$ cat config.mk
export PLATFORM = sky130hd
export DESIGN_NAME = modq_butterfly
export DESIGN_NICKNAME = d
export VERILOG_FILES = /design/src/rtl/mrb_pkg.sv /design/src/rtl/mrb_montmul.sv /design/src/rtl/mrb_addsub.sv /design/src/rtl/modq_butterfly.sv
export SDC_FILE = /design/constraint.sdc
export NUM_CORES = 1
export LEC_CHECK = 0
export CAP_MARGIN = 5
export CORE_ASPECT_RATIO = 1.4
export CORE_MARGIN = 10
export CORE_UTILIZATION = 44
export CTS_CLUSTER_SIZE = 28
export DETAILED_ROUTE_END_ITERATION = 8
export HOLD_SLACK_MARGIN = 0.02
export PLACE_DENSITY = 0.57
export SETUP_SLACK_MARGIN = 0.02
export SLEW_MARGIN = 20
export SYNTH_ARGS = -nofsm -noshare
export SYNTH_HDL_FRONTEND = slang
export SYNTH_HIERARCHICAL = 1
export SYNTH_SLANG_ARGS = --single-unit
$ cat constraint.sdc
create_clock -name clk -period 18.3 [get_ports clk]
set_clock_uncertainty 0.1 [all_clocks]
set_input_delay 4.575 -clock clk [delete_from_list [all_inputs] [get_ports clk]]
set_output_delay 4.575 -clock clk [all_outputs]
set_load 0.005 [all_outputs]
$ cat src/rtl/mrb_pkg.sv
package mrb_pkg;

    // Fixed pipeline depth from input registers to output registers.
    localparam int LATENCY = 4;

    // Returns -q^-1 mod 2^64 for an odd q, by Newton iteration on the inverse.
    function automatic logic [63:0] neg_inv_pow2(input logic [63:0] q);
        logic [63:0] x;
        x = q;
        for (int i = 0; i < 6; i++) begin
            x = x * (64'd2 - q * x);
        end
        return (~x) + 64'd1;
    endfunction

endpackage

$ cat src/rtl/mrb_montmul.sv
module mrb_montmul #(
    parameter int WIDTH = 16,
    parameter int Q     = 12289
) (
    input  logic             clk,
    input  logic             rst,
    input  logic             in_valid,
    input  logic [WIDTH-1:0] in_a,
    input  logic [WIDTH-1:0] in_b,
    input  logic [WIDTH-1:0] in_tw,
    output logic             out_valid,
    output logic [WIDTH-1:0] out_a,
    output logic [WIDTH-1:0] out_p
);
    localparam int DW = 2 * WIDTH;
    localparam logic [WIDTH-1:0] QINV   = WIDTH'(mrb_pkg::neg_inv_pow2(64'(Q)));
    localparam logic [WIDTH:0]   Q_EXT  = (WIDTH+1)'(Q);
    localparam logic [DW:0]      Q_WIDE = (DW+1)'(Q);

    typedef struct packed {
        logic             v;
        logic [WIDTH-1:0] a;
        logic [DW-1:0]    t;
    } mul_stage_t;

    typedef struct packed {
        logic             v;
        logic [WIDTH-1:0] a;
        logic [DW-1:0]    t;
        logic [WIDTH-1:0] m;
    } red_stage_t;

    typedef struct packed {
        logic             v;
        logic [WIDTH-1:0] a;
        logic [WIDTH-1:0] p;
    } prod_stage_t;

    mul_stage_t  s1;
    red_stage_t  s2;
    prod_stage_t s3;

    // Stage 1: full-width product of twiddle and coefficient.
    always_ff @(posedge clk) begin
        if (rst) begin
            s1 <= '0;
        end else begin
            s1.v <= in_valid;
            if (in_valid) begin
                s1.a <= in_a;
                s1.t <= DW'(in_tw) * DW'(in_b);
            end
        end
    end

    // Stage 2: Montgomery quotient digit from the low half of the product.
    logic [DW-1:0] m_full;
    always_comb m_full = DW'(s1.t[WIDTH-1:0]) * DW'(QINV);

    always_ff @(posedge clk) begin
        if (rst) begin
            s2 <= '0;
        end else begin
            s2.v <= s1.v;
            if (s1.v) begin
                s2.a <= s1.a;
                s2.t <= s1.t;
                s2.m <= m_full[WIDTH-1:0];
            end
        end
    end

    // Stage 3: add m*q, shift down by WIDTH, one conditional subtraction.
    logic [DW:0]    red_sum;
    logic [WIDTH:0] red_hi;
    logic [WIDTH:0] red_fix;
    always_comb begin
        red_sum = (DW+1)'(s2.t) + (DW+1)'(s2.m) * Q_WIDE;
        red_hi  = red_sum[DW:WIDTH];
        red_fix = (red_hi >= Q_EXT) ? (red_hi - Q_EXT) : red_hi;
    end

    always_ff @(posedge clk) begin
        if (rst) begin
            s3 <= '0;
        end else begin
            s3.v <= s2.v;
            if (s2.v) begin
                s3.a <= s2.a;
                s3.p <= red_fix[WIDTH-1:0];
            end
        end
    end

    assign out_valid = s3.v;
    assign out_a     = s3.a;
    assign out_p     = s3.p;

    assert_prod_below_q_R3: assert property (@(posedge clk) disable iff (rst)
        s3.v |-> ((WIDTH+1)'(s3.p) < Q_EXT));

endmodule

$ cat src/rtl/mrb_addsub.sv
module mrb_addsub #(
    parameter int WIDTH = 16,
    parameter int Q     = 12289
) (
    input  logic             clk,
    input  logic             rst,
    input  logic             in_valid,
    input  logic [WIDTH-1:0] in_a,
    input  logic [WIDTH-1:0] in_p,
    output logic             out_valid,
    output logic [WIDTH-1:0] out_x,
    output logic [WIDTH-1:0] out_y
);
    localparam logic [WIDTH:0] Q_EXT = (WIDTH+1)'(Q);

    logic [WIDTH:0] a_ext, p_ext, sum_raw, sum_fix, dif_fix;
    always_comb begin
        a_ext   = {1'b0, in_a};
        p_ext   = {1'b0, in_p};
        sum_raw = a_ext + p_ext;
        sum_fix = (sum_raw >= Q_EXT) ? (sum_raw - Q_EXT) : sum_raw;
        dif_fix = (a_ext >= p_ext) ? (a_ext - p_ext) : (a_ext + Q_EXT - p_ext);
    end

    always_ff @(posedge clk) begin
        if (rst) begin
            out_valid <= 1'b0;
            out_x     <= '0;
            out_y     <= '0;
        end else begin
            out_valid <= in_valid;
            if (in_valid) begin
                out_x <= sum_fix[WIDTH-1:0];
                out_y <= dif_fix[WIDTH-1:0];
            end
        end
    end

    assert_out_below_q_R3: assert property (@(posedge clk) disable iff (rst)
        out_valid |-> (((WIDTH+1)'(out_x) < Q_EXT) && ((WIDTH+1)'(out_y) < Q_EXT)));

endmodule

$ cat src/rtl/modq_butterfly.sv
module modq_butterfly #(
    parameter int WIDTH = 16,
    parameter int Q     = 12289
) (
    input  logic             clk,
    input  logic             rst,
    input  logic             in_valid,
    input  logic [WIDTH-1:0] in_a,
    input  logic [WIDTH-1:0] in_b,
    input  logic [WIDTH-1:0] in_tw,
    output logic             out_valid,
    output logic [WIDTH-1:0] out_x,
    output logic [WIDTH-1:0] out_y
);
    logic             mm_valid;
    logic [WIDTH-1:0] mm_a;
    logic [WIDTH-1:0] mm_p;

    mrb_montmul #(.WIDTH(WIDTH), .Q(Q)) mul_i (
        .clk      (clk),
        .rst      (rst),
        .in_valid (in_valid),
        .in_a     (in_a),
        .in_b     (in_b),
        .in_tw    (in_tw),
        .out_valid(mm_valid),
        .out_a    (mm_a),
        .out_p    (mm_p)
    );

    mrb_addsub #(.WIDTH(WIDTH), .Q(Q)) as_i (
        .clk      (clk),
        .rst      (rst),
        .in_valid (mm_valid),
        .in_a     (mm_a),
        .in_p     (mm_p),
        .out_valid(out_valid),
        .out_x    (out_x),
        .out_y    (out_y)
    );

    // Cycles since reset release, saturating, so the latency check never reaches into reset.
    logic [2:0] since_rst;
    always_ff @(posedge clk) begin
        if (rst) since_rst <= '0;
        else if (since_rst != 3'd7) since_rst <= since_rst + 3'd1;
    end

    assert_latency_R4: assert property (@(posedge clk) disable iff (rst)
        (since_rst >= 3'(mrb_pkg::LATENCY)) |-> (out_valid == $past(in_valid, 4)));

    assert_hold_idle_R6: assert property (@(posedge clk) disable iff (rst)
        !out_valid |-> ($stable(out_x) && $stable(out_y)));

endmodule

Yosys cells after proc, flatten, opt, wreduce, memory -nomap -nowiden
Cells that the tools add are included.

word-level totals
  bits of input ports = 51
  word-level logic and storage cells = 29
  register bits = 180
  output and inout port bits = 33

cells by class
  $lt $le $gt $ge = 3
  add/sub/neg operators = 7
  multipliers = 3
  mux-type cells = 3

operator list
  kind                                                                  number
  2-to-1 mux 16 bit                                                     3
  greater-or-equal comparator 17 x 14 -> 1 bit (second input constant)  2
  adder 32 x 30 -> 33 bit                                               1
  multiplier 16 x 16 -> 32 bit                                          1
  subtractor 16 x 14 -> 16 bit (second input constant)                  2
  subtractor 16 bit                                                     2
  multiplier 16 x 14 -> 30 bit (second input constant)                  1
  adder 16 x 16 -> 17 bit                                               1
  adder 16 x 14 -> 16 bit (second input constant)                       1
  greater-or-equal comparator 16 bit                                    1
  multiplier 16 x 14 -> 16 bit (second input constant)                  1

Logic depth before layout (Yosys ltp)
  word-level depth = 4
  mapped depth = 25
  mapped depth without buffers = 24

Cells and area by module
The synthesis kept the hierarchy.

by module, submodules not included
  module       cells each  seq. area each (sq um)  instances  area an instance (sq um)
  mrb_montmul  2118        2922.8                  1          19650.1
  mrb_addsub   557         660.6                   1          4289.1

Worst setup path before layout
Ideal clock, no wire load.

  kind = input -> register
  from = input in_b[1]
  to = register mul_i/s1[28] (netlist name)
  path buffers = 1
  data required time = 18072 ps
  arrival = 10181 ps
  path slack = 7891 ps
  stages = 21
  library setup time = 128 ps
  cells stage by stage = clkbuf_1 nand2_1 fa_1 fa_1 fa_1 fa_1 inv_1 fa_1 inv_1 fa_1 inv_1 ha_1 a21o_1 a21o_1 a221o_1 a41o_1 a221oi_1 o21ai_0 xor2_1 mux2i_1 nor2_1

between the ends
  word-level cells in the longest chain between the ends = 1

RTL lines
  element                       line                 text
  start, declared               modq_butterfly.sv:9  input logic [WIDTH-1:0] in_b,
  multiplier 16 x 16 -> 32 bit  mrb_montmul.sv:51    s1.t <= DW'(in_tw) * DW'(in_b);
  end, declared                 mrb_montmul.sv:39    mul_stage_t s1;

Every way passes these cells.
A chain may end at the register's enable or synchronous reset.

Worst setup path after layout
  from = input in_tw[8]
  to = register mul_i/s1[31] (netlist name)

between the ends
  word-level cells in the longest chain between the ends = 1

RTL lines
  element                       line                  text
  start, declared               modq_butterfly.sv:10  input logic [WIDTH-1:0] in_tw,
  multiplier 16 x 16 -> 32 bit  mrb_montmul.sv:51

Every way passes these cells.

==> results.yml <==
outcome:
  status: "complete, no violations"
drt:
  via_per_inst: 5.19
  dr.pass1.iters: 6
  drtIter0Drc: 736
  vias: 17800
  drc_errors: 0
  wirelength_mm: 57.3
  ant_nets: 0
  detail_route.wl_per_cell_um: 16.7
placed_design:
  hpwl_mm: 47.9
  dp_slack_ns: 6.57
  postPlaceCellArea_um2: 25300
  port_buffers: 83
  gp_congestion: 0.880
die:
  rows: 101
  die-width_um: 217
  ios: 84
  fp.dieArea_um2: 64300
  design.core.area_um2: 54100
  start_util_pct: 44.3
  die_h_um: 296
clock_network:
  tritoncts: "yes"
  post_cts_buffers: 0
  clock-root-buffer: "clkbuf_16"
  clk_pin_slew_ns: 0.08
  cts_resized: 0
  clock_sinks: 179
  worstSkewPairLatency_ns: 0.45
  clk_path_buf_depth: 2
  numCtsBuffers: 17
  htreeDepth: 4
  ctsHoldBuffers: 0
setup_path:
  worstReg2RegStart: "mul_i/s2[3]$_SDFFE_PP0P_"
  worstPathArrival_ns: 11.52
  cp_data_required_time_ns: 18.57
  cp-startpoint: "in_tw[8]"
  worstSetupStartpointType: "input pin"
  cp_max_fo: 16
  reg2regPathDepth: 22
  criticalPathCategory: "in2reg"
  end_kind: "flip-flop"
final_layout:
  area_growth_pct: 8.43
  final_cell_mix: "inv_1 (447), ha_1 (333), fa_1 (288)"
  layout_commonest_cell: "inv_1"
  nFillCells: 5330
  drive_gt1_share_pct: 3.89
  finalInstanceArea_um2: 26000
  nets: 3360
yosys:
  syn_area_um2: 23900
  synth-seq-cells: 179
  synthDistinctLibCells: 99
  syn_nets: 3347
  synthArstFlopShare_pct: 0
  ys.flop_type: "dfxtp_1"
  ys_seq_area_share_pct: 15.0
  synth_cells: 2675
  synth_edf_count: 0
  postSynthAreaPerCell_um2: 8.95
  ys_warn_count: 6
power_and_ir_drop:
  p_sw_mw: 2.34
  powerDensity_nw_per_um2: 180
  seqPwrFrac_pct: 10.8
  switching_share_pct: 50.1
  combinationalPowerShare_pct: 81.1
  p_int_mw: 2.34
  pwr-share-clk_pct: 8.1
  peakVddDrop_mv: 0.223
  p_leak_nw: 12.6
sta:
  setup_viol: 0
  rsz0062_at_grt: "no"
  fmax_mhz: 88.9
  whs_ns: 0.364
  setup_slack_ns: 7.06
  tightest_slew_ns: 1.00
  slew_viol_final: 0
  timing.final.crit_share_pct: 61.4
  hold_violations: 0
  slew_headroom_pct: 32.5
  post-route-min-period_ns: 11.24
  setup_tns_ns: 0
grt:
  grt_overflow: 0
  grt_pass1_wl_mm: 95.3
  grt_pass1_vias: 18700
  track_usage_pct: 18.2
  grt_start_max_net_pins: 70
  antenna_found_initial: 0
run:
  cap_viol_max_count: 0
hold_path:
  holdPathStages: 2
  hold_path.startpoint: "mul_i/s1[23]$_SDFFE_PP0P_"
  hp-class: "reg2reg"
layout make-up:
type / instances / area (um2) / share of cell area (%)
multi-input combinational: 1947 / 18200 / 70.3
sequential: 179 / 3590 / 13.8
inverter: 449 / 1690 / 6.50
timing repair buffer: 94 / 912 / 3.51
tap: 721 / 902 / 3.48
clock buffer: 17 / 425 / 1.64
clock inverter: 15 / 198 / 0.762
antenna: 1 / 2.50 / 0.00964
registers in the layout, indices dropped and copies added, names as in the netlist:
signal and count:
mul_i/out_valid 1, mul_i/s2 64, mul_i/out_a 16, as_i/out_valid 1
mul_i/out_p 16, mul_i/s1 49, as_i/out_y 16, as_i/out_x 16
path summary, 6_finish.rpt:
check                                 endpoint  slack (ns)
setup / recovery     mul_i/s1[31]$_SDFFE_PP0P_        7.06
hold / removal       mul_i/s1[23]$_SDFFE_PP0P_        0.36
setup reg to reg  mul_i/out_p[12]$_SDFFE_PP0P_       11.66
hold reg to reg      mul_i/s1[23]$_SDFFE_PP0P_        0.36
Yosys cell counts, drive strengths merged, types with 29 or more instances:
master	number	area share [%]
and2	128	3.3
a211oi	41	1.3
nand3	29	0.61
a21oi	95	2.1
dfxtp	179	15
o21ai	58	1.3
buf	31	0.73
fa	288	24
clkbuf	69	1.1
ha	333	17
nand2	203	3.2
mux2i	116	4.9
xnor2	79	2.9
a21o	34	1.1
inv	448	7.0
nor2	230	3.6
xor2	34	1.2
power groups by stage:
stage,Clock [mW],Combinational (mW),Sequential (mW)
4_1_cts,0.394,3.86,0.507
5_1_grt,0.407,4.41,0.512
3_3_place_gp,0,3.76,0.515
3_5_place_dp,0,3.82,0.516
2_1_floorplan,0,3.05,0.483
6_report,0.381,3.79,0.504
critical path, cell delays in order:
cell and delay (ns):
clkdlybuf4s50_1 0.74, and2_1 0.35, fa_1 0.54, inv_1 0.05, fa_1 0.45, fa_1 0.51, inv_1 0.06, fa_1 0.48
fa_1 0.49, inv_1 0.05, fa_1 0.47, inv_1 0.04, ha_1 0.33, a2111oi_0 0.76, o211ai_1 0.19, nand4_1 0.18
a21oi_1 0.18, a21oi_1 0.39, nand4b_1 0.14, a31oi_1 0.22, xnor2_1 0.09, a211oi_1 0.22
metal layers:
metal  track usage, %  vias to the layer above  wire length, um
met1             19.5                     8710            23100
met4             6.54                        0             1660
met5                0                        -                0
li1                 -                     8773                -
met3             1.91                       63             1200
met2             35.7                      222            31300
kinds of logic after synthesis:
family | Yosys count | synth area share (%)
AOI/OAI and AO/OA | 368 | 11.0
xor gates and xnor gates | 113 | 4.13
adders and majority gates | 621 | 41.5
buffers and inverters | 549 | 8.86
DFF | 179 | 15.0
muxes | 118 | 4.94
and+or+nand+nor | 727 | 14.6
per-stage QoR:
step | utilization (%) | total power [mW] | std cells
2_1_floorplan | - | 3.53 | 2675
3_3_place_gp | 46.8 | 4.27 | 3390
3_5_place_dp | 46.8 | 4.34 | 3390
4_1_cts | 48.0 | 4.76 | 3422
5_1_grt | 48.0 | 5.33 | 3422
6_report | 48.0 | 4.68 | 3423
Note: power is estimated with default switching activity, not from simulation.
